==> src/rtl/supv_pkg.sv <==
package supv_pkg;

  typedef enum logic [2:0] {
    ST_NORMAL    = 3'd0,
    ST_UV_FILTER = 3'd1,
    ST_RST_HOLD  = 3'd2,
    ST_DELAY     = 3'd3,
    ST_THERM_OFF = 3'd4
  } supv_state_e;

  localparam int unsigned MAX_DELAY_MS = 128;

  // Release delay in ms for a build variant and select level
  function automatic int unsigned pair_ms(input int unsigned variant, input logic sel);
    int unsigned r;
    case (variant)
      0:       r = sel ? 128 : 8;
      1:       r = sel ? 32  : 8;
      2:       r = sel ? 64  : 16;
      default: r = sel ? 128 : 32;
    endcase
    return r;
  endfunction

endpackage

==> src/rtl/supv_sync.sv <==
module supv_sync #(
  parameter int unsigned WIDTH = 1
) (
  input  logic             clk,
  input  logic             rst_n,
  input  logic [WIDTH-1:0] d_i,
  output logic [WIDTH-1:0] q_o
);
  logic [WIDTH-1:0] meta_q;
  logic [WIDTH-1:0] sync_q;

  always_ff @(posedge clk or negedge rst_n) begin
    if (!rst_n) begin
      meta_q <= '0;
      sync_q <= '0;
    end else begin
      meta_q <= d_i;
      sync_q <= meta_q;
    end
  end

  assign q_o = sync_q;
endmodule

==> src/rtl/supv_tick.sv <==
module supv_tick #(
  parameter int unsigned CLK_PER_US = 50,
  parameter int unsigned US_PER_MS  = 1000
) (
  input  logic clk,
  input  logic rst_n,
  input  logic clr_i,
  output logic us_tick_o,
  output logic ms_tick_o
);
  localparam int unsigned PW = $clog2(CLK_PER_US + 1);
  localparam int unsigned SW = $clog2(US_PER_MS + 1);
  localparam logic [PW-1:0] PRE_LAST = PW'(CLK_PER_US - 1);
  localparam logic [SW-1:0] SUB_LAST = SW'(US_PER_MS - 1);

  logic [PW-1:0] pre_q, pre_d;
  logic [SW-1:0] sub_q, sub_d;

  assign us_tick_o = (pre_q == PRE_LAST);
  assign ms_tick_o = us_tick_o && (sub_q == SUB_LAST);

  always_comb begin
    pre_d = pre_q;
    sub_d = sub_q;
    if (clr_i) begin
      pre_d = '0;
      sub_d = '0;
    end else begin
      pre_d = us_tick_o ? '0 : pre_q + PW'(1);
      if (us_tick_o) begin
        sub_d = (sub_q == SUB_LAST) ? '0 : sub_q + SW'(1);
      end
    end
  end

  always_ff @(posedge clk or negedge rst_n) begin
    if (!rst_n) begin
      pre_q <= '0;
      sub_q <= '0;
    end else begin
      pre_q <= pre_d;
      sub_q <= sub_d;
    end
  end
endmodule

==> src/rtl/supv_fsm.sv <==
module supv_fsm
  import supv_pkg::*;
#(
  parameter int unsigned VARIANT  = 0,
  parameter int unsigned REACT_US = 25
) (
  input  logic        clk,
  input  logic        rst_n,
  input  logic        below_i,
  input  logic        above_i,
  input  logic        hot_i,
  input  logic        cool_i,
  input  logic        vlow_i,
  input  logic        sel_i,
  input  logic        us_tick_i,
  input  logic        ms_tick_i,
  output logic        tmr_clr_o,
  output logic        sel_lat_o,
  output supv_state_e state_o
);
  localparam int unsigned RW = $clog2(REACT_US + 1);
  localparam int unsigned MW = $clog2(MAX_DELAY_MS + 1);
  localparam logic [RW-1:0] REACT_LIM = RW'(REACT_US);
  localparam logic [MW-1:0] DLY_LO    = MW'(pair_ms(VARIANT, 1'b0));
  localparam logic [MW-1:0] DLY_HI    = MW'(pair_ms(VARIANT, 1'b1));

  supv_state_e   state_q, state_d;
  logic [RW-1:0] react_q, react_d;
  logic [MW-1:0] ms_q, ms_d;
  logic          sel_q, sel_d;
  logic [MW-1:0] dly_lim;
  logic          react_done, dly_done, clr;

  assign dly_lim    = sel_q ? DLY_HI : DLY_LO;
  assign react_done = (react_q == REACT_LIM);
  assign dly_done   = (ms_q == dly_lim);

  always_comb begin
    state_d = state_q;
    if (hot_i) begin
      state_d = ST_THERM_OFF;
    end else begin
      case (state_q)
        ST_NORMAL: begin
          if (vlow_i)       state_d = ST_RST_HOLD;
          else if (below_i) state_d = ST_UV_FILTER;
        end
        ST_UV_FILTER: begin
          if (vlow_i)          state_d = ST_RST_HOLD;
          else if (!below_i)   state_d = ST_NORMAL;
          else if (react_done) state_d = ST_RST_HOLD;
        end
        ST_RST_HOLD: begin
          if (above_i && !below_i && !vlow_i) state_d = ST_DELAY;
        end
        ST_DELAY: begin
          if (vlow_i || below_i || !above_i) state_d = ST_RST_HOLD;
          else if (dly_done)                 state_d = ST_NORMAL;
        end
        ST_THERM_OFF: begin
          if (cool_i) state_d = ST_RST_HOLD;
        end
        default: state_d = ST_RST_HOLD;
      endcase
    end
  end

  assign clr = (state_d != state_q);

  always_comb begin
    react_d = react_q;
    ms_d    = ms_q;
    if (clr) begin
      react_d = '0;
      ms_d    = '0;
    end else begin
      if (us_tick_i && !react_done) react_d = react_q + RW'(1);
      if (ms_tick_i && (ms_q != '1)) ms_d = ms_q + MW'(1);
    end
    sel_d = (state_q == ST_RST_HOLD) ? sel_i : sel_q;
  end

  always_ff @(posedge clk or negedge rst_n) begin
    if (!rst_n) begin
      state_q <= ST_RST_HOLD;
      react_q <= '0;
      ms_q    <= '0;
      sel_q   <= 1'b0;
    end else begin
      state_q <= state_d;
      react_q <= react_d;
      ms_q    <= ms_d;
      sel_q   <= sel_d;
    end
  end

  assign tmr_clr_o = clr;
  assign sel_lat_o = sel_q;
  assign state_o   = state_q;
endmodule

==> src/rtl/supv_reset_timer.sv <==
module supv_reset_timer
  import supv_pkg::*;
#(
  parameter int unsigned VARIANT    = 0,
  parameter int unsigned CLK_PER_US = 50,
  parameter int unsigned US_PER_MS  = 1000,
  parameter int unsigned REACT_US   = 25
) (
  input  logic       clk,
  input  logic       rst_n,
  input  logic       below_trip_i,
  input  logic       above_rel_i,
  input  logic       therm_hot_i,
  input  logic       therm_cool_i,
  input  logic       vin_low_i,
  input  logic       dly_sel_i,
  output logic       sup_rst_n_o,
  output logic       out_en_o,
  output logic [2:0] state_o
);
  localparam int unsigned NSYNC = 6;

  logic [NSYNC-1:0] raw_in, syn_in;
  logic below_s, above_s, hot_s, cool_s, vlow_s, sel_s;
  logic us_tick, ms_tick, tmr_clr, sel_lat;
  supv_state_e st;

  assign raw_in = {dly_sel_i, vin_low_i, therm_cool_i, therm_hot_i, above_rel_i, below_trip_i};

  supv_sync #(.WIDTH(NSYNC)) u_sync (
    .clk(clk), .rst_n(rst_n), .d_i(raw_in), .q_o(syn_in)
  );

  assign {sel_s, vlow_s, cool_s, hot_s, above_s, below_s} = syn_in;

  supv_tick #(.CLK_PER_US(CLK_PER_US), .US_PER_MS(US_PER_MS)) u_tick (
    .clk(clk), .rst_n(rst_n), .clr_i(tmr_clr),
    .us_tick_o(us_tick), .ms_tick_o(ms_tick)
  );

  supv_fsm #(.VARIANT(VARIANT), .REACT_US(REACT_US)) u_fsm (
    .clk(clk), .rst_n(rst_n),
    .below_i(below_s), .above_i(above_s), .hot_i(hot_s), .cool_i(cool_s),
    .vlow_i(vlow_s), .sel_i(sel_s),
    .us_tick_i(us_tick), .ms_tick_i(ms_tick),
    .tmr_clr_o(tmr_clr), .sel_lat_o(sel_lat), .state_o(st)
  );

  assign sup_rst_n_o = (st == ST_NORMAL) || (st == ST_UV_FILTER);
  assign out_en_o    = (st != ST_THERM_OFF);
  assign state_o     = st;
endmodule

==> config.mk <==
export PLATFORM = sky130hd
export DESIGN_NAME = supv_reset_timer
export DESIGN_NICKNAME = d
export VERILOG_FILES = /design/src/rtl/supv_pkg.sv /design/src/rtl/supv_sync.sv /design/src/rtl/supv_tick.sv /design/src/rtl/supv_fsm.sv /design/src/rtl/supv_reset_timer.sv
export SDC_FILE = /design/constraint.sdc
export NUM_CORES = 1
export LEC_CHECK = 0
export ABC_AREA = 0
export BUFFER_PORTS_ARGS = -buffer_cell sky130_fd_sc_hd__buf_4
export CAP_MARGIN = 10
export CORE_ASPECT_RATIO = 0.5
export CORE_MARGIN = 10
export CORE_UTILIZATION = 54
export DETAILED_ROUTE_END_ITERATION = 10
export PLACE_DENSITY = 0.75
export SYNTH_ARGS = -nofsm -noshare
export SYNTH_HDL_FRONTEND = slang
export SYNTH_SLANG_ARGS = --single-unit
==> constraint.sdc <==
create_clock -name clk -period 1.8 [get_ports clk]
set_input_delay 0.27 -clock clk [delete_from_list [all_inputs] [get_ports clk]]
set_output_delay 0.27 -clock clk [all_outputs]
set_load 0.03 [all_outputs]
==> impl_metrics.env, run 1 <==
export IMPL_totalWireLength_um=4580
export IMPL_timing_fmax_mhz=518
export IMPL_yosysUniqueCellTypes=43
export IMPL_synth_top_cells_by_area="sky130_fd_sc_hd__dfrtp_1 50%, sky130_fd_sc_hd__xor2_1 5.2%, sky130_fd_sc_hd__nor2_1 5.0%"
export IMPL_synthesis_warning_total=0
export IMPL_routedWlPerCell_um=14.9
export IMPL_drtPass1Iterations=4
export IMPL_antenna_diode_count=0
export IMPL_worst_slew_pin_tran_ps=561
export IMPL_initial_core_utilization=0.559
export IMPL_synthCells=218
export IMPL_clock_skew_final_ps=3.79
export IMPL_cap_viol_max_count=0
export IMPL_sequential_standard_cell_area_mm2=0.00113
export IMPL_critPathKind="flip-flop to flip-flop"
export IMPL_netlist_top_cell_by_area="sky130_fd_sc_hd__dfrtp_1"
export IMPL_synth_fp_nets=233
export IMPL_power_leakage_nw=1.17
export IMPL_ff2ff_setup_slack_ps=-130
export IMPL_crit_end="u_tick.pre_q[2]"
export IMPL_synth_seq_area_share=0.516
export IMPL_finish_utilization=0.680
export IMPL_run_status="complete, but fails checks"
export IMPL_route_vias_total=1758
export IMPL_fin_crit_sh=1.07
export IMPL_cp_start_kind="flip-flop"
export IMPL_power_share_sequential=0.515
export IMPL_setup_repair_after_global_routing_missed_its_margin="yes"
export IMPL_number_of_global_route_vias_before_repair=1673
export IMPL_tritoncts_buffer_count=5
export IMPL_fp_coreArea_mm2=0.00390
export IMPL_global_route_overflow_total=0
export IMPL_multi_input_comb_area_mm2=0.00101
export IMPL_regToRegStartpoint="u_fsm.ms_q[0]"
export IMPL_clock_root_buffer="sky130_fd_sc_hd__clkbuf_8"
export IMPL_clock_insertion_delay_worst_skew_ps=300
export IMPL_drt_initial_drc_count=152
export IMPL_drv_slew=0
export IMPL_syn2layout_area_growth_pct=21.6
export IMPL_synth_area_per_cell_um2=10.0
export IMPL_chip_height_um=65.0
export IMPL_synth_seq_cells=45
export IMPL_power_per_cell_area_mw_per_mm2=785
export IMPL_core_rowCount=16
export IMPL_die_area_mm2=0.00714
export IMPL_grt_first_pass_wirelength_um=7510
export IMPL_buffer_ports_inserted=12
export IMPL_cp_required_ps=1990
export IMPL_critical_path_peak_fanout=16
export IMPL_worst_ep_arrival_time_ps=2120
export IMPL_cts_htree_levels=2
export IMPL_grt_start_max_net_pins=46
export IMPL_setup_violations_final=29
export IMPL_p_int_mw=1.59
export IMPL_number_of_nets_with_antenna_violations_after_detailed_routing=0
export IMPL_worstSetupStartpoint="u_fsm.ms_q[0]"
export IMPL_synth_top_cell_area_share=0.504
export IMPL_worst_hold_slack_ps=71.9
export IMPL_reg2reg_depth=8
export IMPL_timing_max_slew_rel_slack=0.626
export IMPL_critPathCaptureType="flip-flop"
export IMPL_tritoncts="done"
export IMPL_netlist_area_mm2=0.00218
export IMPL_worst_slack_ps=-129
export IMPL_switching_share=0.237
export IMPL_cts_sink_count=45
export IMPL_p_clk_frac=0.382
export IMPL_globalplace_congestion=0.846
export IMPL_total_switching_power_mw=0.495
export IMPL_critical_path_slowest_cell="sky130_fd_sc_hd__or4b_4"
export IMPL_cts_max_path_buffers=2
export IMPL_finalNetCount=268
export IMPL_hold_path_class="primary input to flip-flop"
export IMPL_layout_common_cells="44 x sky130_fd_sc_hd__dfrtp_1, 35 x sky130_fd_sc_hd__buf_4, 29 x sky130_fd_sc_hd__nor2_1"
export IMPL_drive_above_1_share=0.224
export IMPL_io_pins=13
export IMPL_final_hold_viol_count=0
export IMPL_hpwlAfterDp_um=3030
export IMPL_path_cells="inv_2, ha_1, or4b_4, a211oi_2, a41oi_1, o211ai_2, buf_12, nor3_1"
export IMPL_failed_checks="setup timing"
export IMPL_routed_via_density=5.71
export IMPL_slowest_delay_ps=450
export IMPL_drc=0
export IMPL_die_w_um=110
export IMPL_antenna_found_initial=0
export IMPL_layout_cells_most_common="sky130_fd_sc_hd__dfrtp_1"
export IMPL_fillCellCount=277
export IMPL_power_share_combinational=0.103
export IMPL_path_clk_slew_ps=80
export IMPL_grt_total_usage=0.129
export IMPL_maximum_resistive_drop_on_vdd_uv=331
export IMPL_post_route_min_period_ps=1930
export IMPL_critical_path_reg2reg_endpoint="u_tick.pre_q[2]"
-- worst max-delay path: cells and delay by family, from the launching register on --
family / cells / cell delay, ps
AO/OA/AOI/OAI: 3 / 520
adder cells (fa/ha/maj): 1 / 120
buffers and inverters: 2 / 260
flip-flops: 1 / 400
AND/OR/NAND/NOR: 2 / 520
-- cells in the mapped netlist, drive strengths merged --
cell	number
dfrtp	44
nor2	29
nand2	15
nor3	13
xor2	13
a21oi	11
nand3	11
ha	7
inv	6
and3	5
buf	5
clkbuf	5
nand4	5
o21ai	5
a31oi	4
xnor2	4
nand3b	3
nor3b	3
a211oi	2
a41oi	2
and2	2
nand4b	2
nor2b	2
o211ai	2
o21a	2
or3	2
a21o	1
a311oi	1
and4	1
dfstp	1
mux2	1
mux2i	1
nand4bb	1
nor4	1
nor4bb	1
o21bai	1
o221ai	1
or2	1
or3b	1
or4b	1
-- metal layers --
layer / track usage / share of wire / wire length, um / vias to the layer above
met3: 0.0286 / 0.048 / 220 / 14
met5: 0 / 0 / 0 / -
met4: 0.0484 / 0.021 / 96 / 0
li1: - / - / - / 833
met2: 0.212 / 0.49 / 2260 / 44
met1: 0.163 / 0.44 / 2000 / 867
-- cell families (layout without fill, tap and decap cells) --
family	after synthesis	count (layout)	synth area share
and+or+nand+nor	99	99	0.233
xor gates and xnor gates	17	17	0.0682
adders and majority gates	7	7	0.0401
DFF	45	45	0.516
buffers and inverters	16	52	0.0361
AOI/OAI and AO/OA	32	32	0.0963
muxes	2	2	0.00974
-- power groups by stage --
stage          Combinational (mW)  Clock (mW)  Sequential, mW
2_1_floorplan               0.118           0            1.09
3_3_place_gp                0.206           0            1.09
3_5_place_dp                0.213           0            1.09
4_1_cts                     0.217       0.810            1.07
5_1_grt                     0.236       0.854            1.08
6_report                    0.216       0.796            1.07
-- worst min-delay path by stage --
| stage | from | endpoint | slack, ps | cells past startpoint |
|---|---|---|---|---|
| after floorplan | rst_n | u_fsm.ms_q[0] | -30 | 0 |
| after global placement | rst_n | u_tick.pre_q[0] | 290 | 1 |
| after detailed placement | rst_n | u_tick.pre_q[0] | 300 | 1 |
| after CTS | therm_cool_i | u_sync.meta_q[3] | 70 | 1 |
| after global routing | vin_low_i | u_sync.meta_q[4] | 60 | 1 |
| final | therm_hot_i | u_sync.meta_q[2] | 70 | 1 |
-- layout make-up --
| type | count | share of cell area |
|---|---|---|
| clock buffers | 7 | 0.0325 |
| clock inverters | 1 | 0.0113 |
| inverters | 6 | 0.00848 |
| multi-input cells | 157 | 0.380 |
| flip-flops and latches | 45 | 0.425 |
| well taps | 54 | 0.0254 |
| repair buffers | 38 | 0.118 |
-- through the flow --
stage | power [mW] | worst slack [ps] | TNS (ps) | std cells | area (um^2)
finish | 2.09 | -129 | -3010 | 308 | 2660
global route | 2.17 | -187 | -4830 | 308 | 2660
CTS | 2.10 | -113 | -2550 | 307 | 2620
detailed placement | 1.31 | -98.5 | -2090 | 298 | 2490
global placement | 1.30 | -41.4 | -873 | 298 | 2490
floorplan | 1.21 | -76.0 | -1040 | 218 | 2180
-- flip-flops by register name, summed over array words and instances, names as in the netlist --
| name | cells |
|---|---|
| u_sync.q_o | 6 |
| u_fsm.state_o | 3 |
| u_fsm.react_q | 5 |
| u_tick.pre_q | 6 |
| u_fsm.ms_q | 8 |
| u_sync.meta_q | 6 |
| u_fsm.sel_lat_o | 1 |
| u_tick.sub_q | 10 |
-- timing repair --
item | CTS | global route
hold buffers | 1 | 0
endpoints found under the hold margin | 44 | 0
gates resized for setup | 0 | 8
setup endpoints to repair | 29 | 30
pin swaps | 0 | 2
buffers inserted | 0 | 1
(Power assumes the default switching activity.)
==> inputs of run 2 (changes only) <==
--- a/config.mk
+++ b/config.mk
@@ -6,13 +6,13 @@
 export NUM_CORES = 1
 export LEC_CHECK = 0
 export ABC_AREA = 0
-export BUFFER_PORTS_ARGS = -buffer_cell sky130_fd_sc_hd__buf_4
 export CAP_MARGIN = 10
 export CORE_ASPECT_RATIO = 0.5
 export CORE_MARGIN = 10
-export CORE_UTILIZATION = 54
+export CORE_UTILIZATION = 56
 export DETAILED_ROUTE_END_ITERATION = 10
-export PLACE_DENSITY = 0.75
+export DONT_BUFFER_PORTS = 1
+export PLACE_DENSITY = 0.74
 export SYNTH_ARGS = -nofsm -noshare
 export SYNTH_HDL_FRONTEND = slang
 export SYNTH_SLANG_ARGS = --single-unit
==> run 2 against run 1 <==
The run still ends with setup timing left. Combinational power down 2%. Critical endpoint is now u_tick.pre_q[0]. Maximum frequency about the same. Global-route usage increased by 0.46 points.
==> impl_metrics.env, run 2 (same netlist as run 1, synthesis figures left out) <==
export IMPL_worst_slew_pin_tran_ps=351
export IMPL_clock_skew_final_ps=5.72
export IMPL_timing_fmax_mhz=518
export IMPL_cp_required_ps=1980
export IMPL_timing_max_slew_rel_slack=0.764
export IMPL_number_of_global_route_vias_before_repair=1684
export IMPL_grt_first_pass_wirelength_um=7670
export IMPL_number_of_nets_with_antenna_violations_after_detailed_routing=0
export IMPL_finalNetCount=261
export IMPL_fp_coreArea_mm2=0.00358
export IMPL_cp_start_kind="flip-flop"
export IMPL_crit_end="u_tick.pre_q[0]"
export IMPL_global_route_overflow_total=0
export IMPL_biggest_register="u_tick.sub_q"
export IMPL_drt_initial_drc_count=65
export IMPL_cts_max_path_buffers=2
export IMPL_hold_path_class="flip-flop to flip-flop"
export IMPL_clock_insertion_delay_worst_skew_ps=300
export IMPL_drive_above_1_share=0.174
export IMPL_tritoncts_buffer_count=5
export IMPL_hpwlAfterDp_um=3090
export IMPL_routedWlPerCell_um=14.7
export IMPL_drv_slew=0
export IMPL_die_w_um=108
export IMPL_buffer_ports_inserted=0
export IMPL_post_route_min_period_ps=1930
export IMPL_totalWireLength_um=4390
export IMPL_worst_ep_arrival_time_ps=2110
export IMPL_antenna_found_initial=0
export IMPL_die_area_mm2=0.00695
export IMPL_setup_repair_after_global_routing_missed_its_margin="yes"
export IMPL_critical_path_reg2reg_endpoint="u_tick.pre_q[0]"
export IMPL_grt_total_usage=0.134
export IMPL_worst_hold_slack_ps=352
export IMPL_final_hold_viol_count=0
export IMPL_worst_slack_ps=-130
export IMPL_fillCellCount=242
export IMPL_worstSetupStartpoint="u_fsm.ms_q[0]"
export IMPL_failed_checks="setup timing"
export IMPL_chip_height_um=64.2
export IMPL_critPathKind="flip-flop to flip-flop"
export IMPL_layout_cells_most_common="sky130_fd_sc_hd__dfrtp_1"
export IMPL_holdCritStartpoint="u_sync.meta_q[1]"
export IMPL_maximum_resistive_drop_on_vdd_uv=333
export IMPL_routed_via_density=5.60
export IMPL_biggestRegsByFlops="u_tick.sub_q x10, u_fsm.ms_q x8"
export IMPL_syn2layout_area_growth_pct=19.5
export IMPL_grt_start_max_net_pins=46
export IMPL_max_reg_flops=10
export IMPL_critPathCaptureType="flip-flop"
export IMPL_cts_htree_levels=2
export IMPL_run_status="complete, but fails checks"
export IMPL_fin_crit_sh=1.07
export IMPL_power_per_cell_area_mw_per_mm2=750
export IMPL_clock_root_buffer="sky130_fd_sc_hd__clkbuf_8"
export IMPL_drtPass1Iterations=4
export IMPL_dpl_instance_area_mm2=0.00238
export IMPL_tritoncts="done"
export IMPL_totalPowerFinal_mw=1.96
export IMPL_reg2reg_depth=8
export IMPL_regToRegStartpoint="u_fsm.ms_q[0]"
export IMPL_setup_tns_final_ps=-3080
export IMPL_antenna_diode_count=0
export IMPL_globalplace_congestion=0.860
export IMPL_finish_utilization=0.728
export IMPL_initial_core_utilization=0.609
export IMPL_drc=0
export IMPL_path_clk_slew_ps=80
export IMPL_layout_common_cells="44 x sky130_fd_sc_hd__dfrtp_1, 29 x sky130_fd_sc_hd__nor2_1, 21 x sky130_fd_sc_hd__buf_4"
export IMPL_core_rowCount=15
export IMPL_critical_path_peak_fanout=17
export IMPL_finish_instance_area_mm2=0.00261
export IMPL_ff2ff_setup_slack_ps=-130
export IMPL_setup_violations_final=29
export IMPL_cap_viol_max_count=0
export IMPL_io_pins=13
export IMPL_route_vias_total=1670
export IMPL_power_leakage_nw=1.14
export IMPL_cts_sink_count=45
[run 2: changes by cell type in the layout (fill, tap and decap cells not counted), sizes merged]
cell,previous run,this run
buf,37,24
dlygate4sd3,1,7
bufinv,1,0
clkinv,0,1
[run 2: how the worst min path moves through the flow]
| stage | to | slack, ps | cells past startpoint |
|---|---|---|---|
| finish | u_sync.q_o[1] | 350 | 0 |
| CTS | u_sync.q_o[1] | 350 | 0 |
| global route | u_sync.q_o[1] | 360 | 0 |
| detailed placement | u_tick.pre_q[1] | -20 | 0 |
| global placement | u_tick.pre_q[1] | -20 | 0 |
| floorplan | u_fsm.ms_q[0] | -30 | 0 |
[run 2: power by group]
part	internal, mW	total (mW)	switching (mW)	leakage (nW)
registers	1.05	1.07	0.0287	0.591
clock network	0.347	0.672	0.325	0.0542
logic	0.0886	0.211	0.123	0.490
total	1.48	1.96	0.477	1.14
[run 2: cell type report]
cell class	count	area, um^2	area share
clock buffer	7	96.3	0.0369
inverter	6	22.5	0.00863
clock inverter	1	5.00	0.00192
tap	51	63.8	0.0244
timing repair buffer	31	295	0.113
sequential	45	1130	0.432
multi-input combinational	157	1000	0.383
[run 2: critical path: stages (launching register included)]
cell	delay, ps
sky130_fd_sc_hd__dfrtp_1	410
sky130_fd_sc_hd__inv_2	70
sky130_fd_sc_hd__ha_2	150
sky130_fd_sc_hd__or4b_4	440
sky130_fd_sc_hd__a211oi_2	180
sky130_fd_sc_hd__a41oi_1	150
sky130_fd_sc_hd__o211ai_2	150
sky130_fd_sc_hd__buf_12	190
sky130_fd_sc_hd__nor3_1	60
[run 2: repair_timing]
action                                  in CTS  in global routing
gates resized for setup                      0                  5
endpoints found under the setup margin      29                 30
gates cloned                                 0                  0
buffers inserted                             0                  2
hold endpoints to repair                    51                  0
pin swaps                                    0                  1
hold buffers                                 8                  0
[run 2: per-stage QoR]
stage	setup slack, ps	cells
floorplan	-76.0	218
global placement	-61.5	281
detailed placement	-96.2	281
CTS	-109	297
global route	-241	298
finish	-130	298
[run 2: routing by layer]
metal  vias up  GRT usage  wire [um]
met1       809      0.166       2040
met5         -          0          0
met4         0     0.0359         70
met3         7     0.0490        232
met2        36      0.215       2050
li1        818          -          -
==> inputs of run 3 (changes only) <==
--- a/config.mk
+++ b/config.mk
@@ -16,3 +16,4 @@
 export SYNTH_ARGS = -nofsm -noshare
 export SYNTH_HDL_FRONTEND = slang
 export SYNTH_SLANG_ARGS = --single-unit
+export TNS_END_PERCENT = 30
==> run 3 against run 2 <==
The run still ends with setup timing left. Count of clock-buffer cells in the layout unchanged. Sequential power about the same. Combinational power about the same. Via count up 0.36%. Final cell count unchanged. Maximum frequency up 2.1%. Largest power group unchanged. Sequential cell count unchanged. Largest cell class unchanged. Critical path type unchanged. Worst hold slack about the same. Sequential share of layout area up 0.29 points. Clock skew about the same. Non-clock buffer count unchanged.
==> impl_metrics.env, run 3 (same netlist as run 1, synthesis figures left out) <==
export IMPL_routedWlPerCell_um=14.5
export IMPL_layout_cells_most_common="sky130_fd_sc_hd__dfrtp_1"
export IMPL_totalPowerFinal_mw=1.95
export IMPL_timing_max_slew_rel_slack=0.761
export IMPL_maximum_resistive_drop_on_vdd_uv=332
export IMPL_chip_height_um=64.2
export IMPL_io_pins=13
export IMPL_power_share_combinational=0.107
export IMPL_timing_fmax_mhz=529
export IMPL_antenna_found_initial=0
export IMPL_clock_insertion_delay_worst_skew_ps=300
export IMPL_route_vias_total=1676
export IMPL_cts_max_path_buffers=2
export IMPL_dpl_instance_area_mm2=0.00238
export IMPL_buffer_ports_inserted=0
export IMPL_cp_start_kind="flip-flop"
export IMPL_worst_ep_arrival_time_ps=2070
export IMPL_initial_core_utilization=0.609
export IMPL_power_leakage_nw=1.14
export IMPL_cap_viol_max_count=0
export IMPL_cp_required_ps=1980
export IMPL_hpwlAfterDp_um=3090
export IMPL_final_hold_viol_count=0
export IMPL_multi_input_comb_area_um2=982
export IMPL_failed_checks="setup timing"
export IMPL_fillCellCount=247
export IMPL_power_share_sequential=0.549
export IMPL_biggestRegsByFlops="u_tick.sub_q x10, u_fsm.ms_q x8"
export IMPL_globalplace_congestion=0.860
export IMPL_setup_repair_after_global_routing_missed_its_margin="yes"
export IMPL_reg2reg_depth=8
export IMPL_path_clk_slew_ps=80
export IMPL_sequential_standard_cell_area_mm2=0.00113
export IMPL_worst_slack_ps=-89.7
export IMPL_die_area_mm2=0.00695
export IMPL_fp_coreArea_mm2=0.00358
export IMPL_power_per_cell_area_mw_per_mm2=754
export IMPL_finalNetCount=261
export IMPL_drv_slew=0
export IMPL_switching_share=0.243
export IMPL_grt_total_usage=0.134
export IMPL_critical_path_peak_fanout=17
export IMPL_global_route_overflow_total=0
export IMPL_core_rowCount=15
export IMPL_biggest_register="u_tick.sub_q"
export IMPL_clock_root_buffer="sky130_fd_sc_hd__clkbuf_8"
export IMPL_tritoncts="done"
export IMPL_finish_instance_area_mm2=0.00259
export IMPL_drtPass1Iterations=5
export IMPL_p_clk_frac=0.344
export IMPL_worstSetupStartpoint="u_fsm.ms_q[0]"
export IMPL_total_switching_power_mw=0.475
export IMPL_drive_above_1_share=0.158
export IMPL_layout_common_cells="44 x sky130_fd_sc_hd__dfrtp_1, 29 x sky130_fd_sc_hd__nor2_1, 21 x sky130_fd_sc_hd__buf_4"
export IMPL_drt_initial_drc_count=80
export IMPL_grt_start_max_net_pins=46
export IMPL_p_int_mw=1.48
export IMPL_cts_htree_levels=2
export IMPL_fin_crit_sh=1.05
export IMPL_antenna_diode_count=0
export IMPL_finish_utilization=0.723
export IMPL_number_of_global_route_vias_before_repair=1690
export IMPL_die_w_um=108
export IMPL_drc=0
export IMPL_worst_hold_slack_ps=352
export IMPL_critPathKind="flip-flop to flip-flop"
export IMPL_hold_path_class="flip-flop to flip-flop"
export IMPL_tritoncts_buffer_count=5
export IMPL_max_reg_flops=10
export IMPL_routed_via_density=5.62
export IMPL_critPathCaptureType="flip-flop"
export IMPL_holdPathStages=0
export IMPL_detailedPlace_worstSlack_ps=-96.2
export IMPL_totalWireLength_um=4320
export IMPL_number_of_nets_with_antenna_violations_after_detailed_routing=0
export IMPL_regToRegStartpoint="u_fsm.ms_q[0]"
export IMPL_cts_sink_count=45
export IMPL_holdCritStartpoint="u_sync.meta_q[1]"
export IMPL_setup_violations_final=30
export IMPL_post_route_min_period_ps=1890
export IMPL_worst_slew_pin_tran_ps=355
export IMPL_clock_skew_final_ps=5.36
export IMPL_syn2layout_area_growth_pct=18.7
export IMPL_run_status="complete, but fails checks"
export IMPL_grt_first_pass_wirelength_um=7670
==> run 3: metal layers <==
metal,GRT usage,vias up,part of all wire
met5,0,-,0
li1,-,818,-
met4,0.0376,0,0.014
met3,0.0500,7,0.069
met1,0.165,802,0.46
met2,0.215,49,0.46
==> run 3: area by class of cell <==
class | instances | share of cell area
clock buffers | 7 | 0.0372
inverters | 6 | 0.00869
repair buffers | 31 | 0.114
well taps | 51 | 0.0246
clock inverters | 1 | 0.00193
flip-flops and latches | 45 | 0.435
multi-input cells | 157 | 0.379
==> run 3: repair_timing <==
action                                  in CTS  in global routing
pin swaps                                    0                  1
endpoints found under the hold margin       51                  0
setup buffers                                0                  1
hold buffers                                 8                  0
resized for setup                            0                  1
endpoints found under the setup margin      29                 30
==> run 3: worst max-delay path: stages (launching register included) <==
cell and delay (ps):
sky130_fd_sc_hd__dfrtp_1 400, sky130_fd_sc_hd__inv_2 60, sky130_fd_sc_hd__ha_1 120, sky130_fd_sc_hd__or4b_1 440, sky130_fd_sc_hd__a211oi_2 190, sky130_fd_sc_hd__a41oi_1 150
sky130_fd_sc_hd__o211ai_2 150, sky130_fd_sc_hd__buf_12 190, sky130_fd_sc_hd__nor3_1 70
==> run 3: power by group through the flow <==
stage / Combinational, mW / Clock [mW] / Sequential [mW]
global route: 0.231 / 0.724 / 1.08
floorplan: 0.118 / 0 / 1.09
finish: 0.209 / 0.672 / 1.07
global placement: 0.165 / 0 / 1.09
CTS: 0.212 / 0.689 / 1.07
detailed placement: 0.171 / 0 / 1.09
==> run 3: stage by stage <==
stage	TNS, ps	instances
6_report	-1930	298
5_1_grt	-6160	298
4_1_cts	-2260	297
3_5_place_dp	-1870	281
3_3_place_gp	-1400	281
2_1_floorplan	-1040	218
==> run 3: final timing paths <==
check	slack [ps]	endpoint
min in group asynchronous	480	u_tick.pre_q[1]
max in group asynchronous	1050	u_fsm.state_o[1]
setup / recovery	-90	u_tick.pre_q[0]
hold / removal	350	u_sync.q_o[1]
setup reg to reg	-90	u_tick.pre_q[0]
hold reg to reg	350	u_sync.q_o[1]
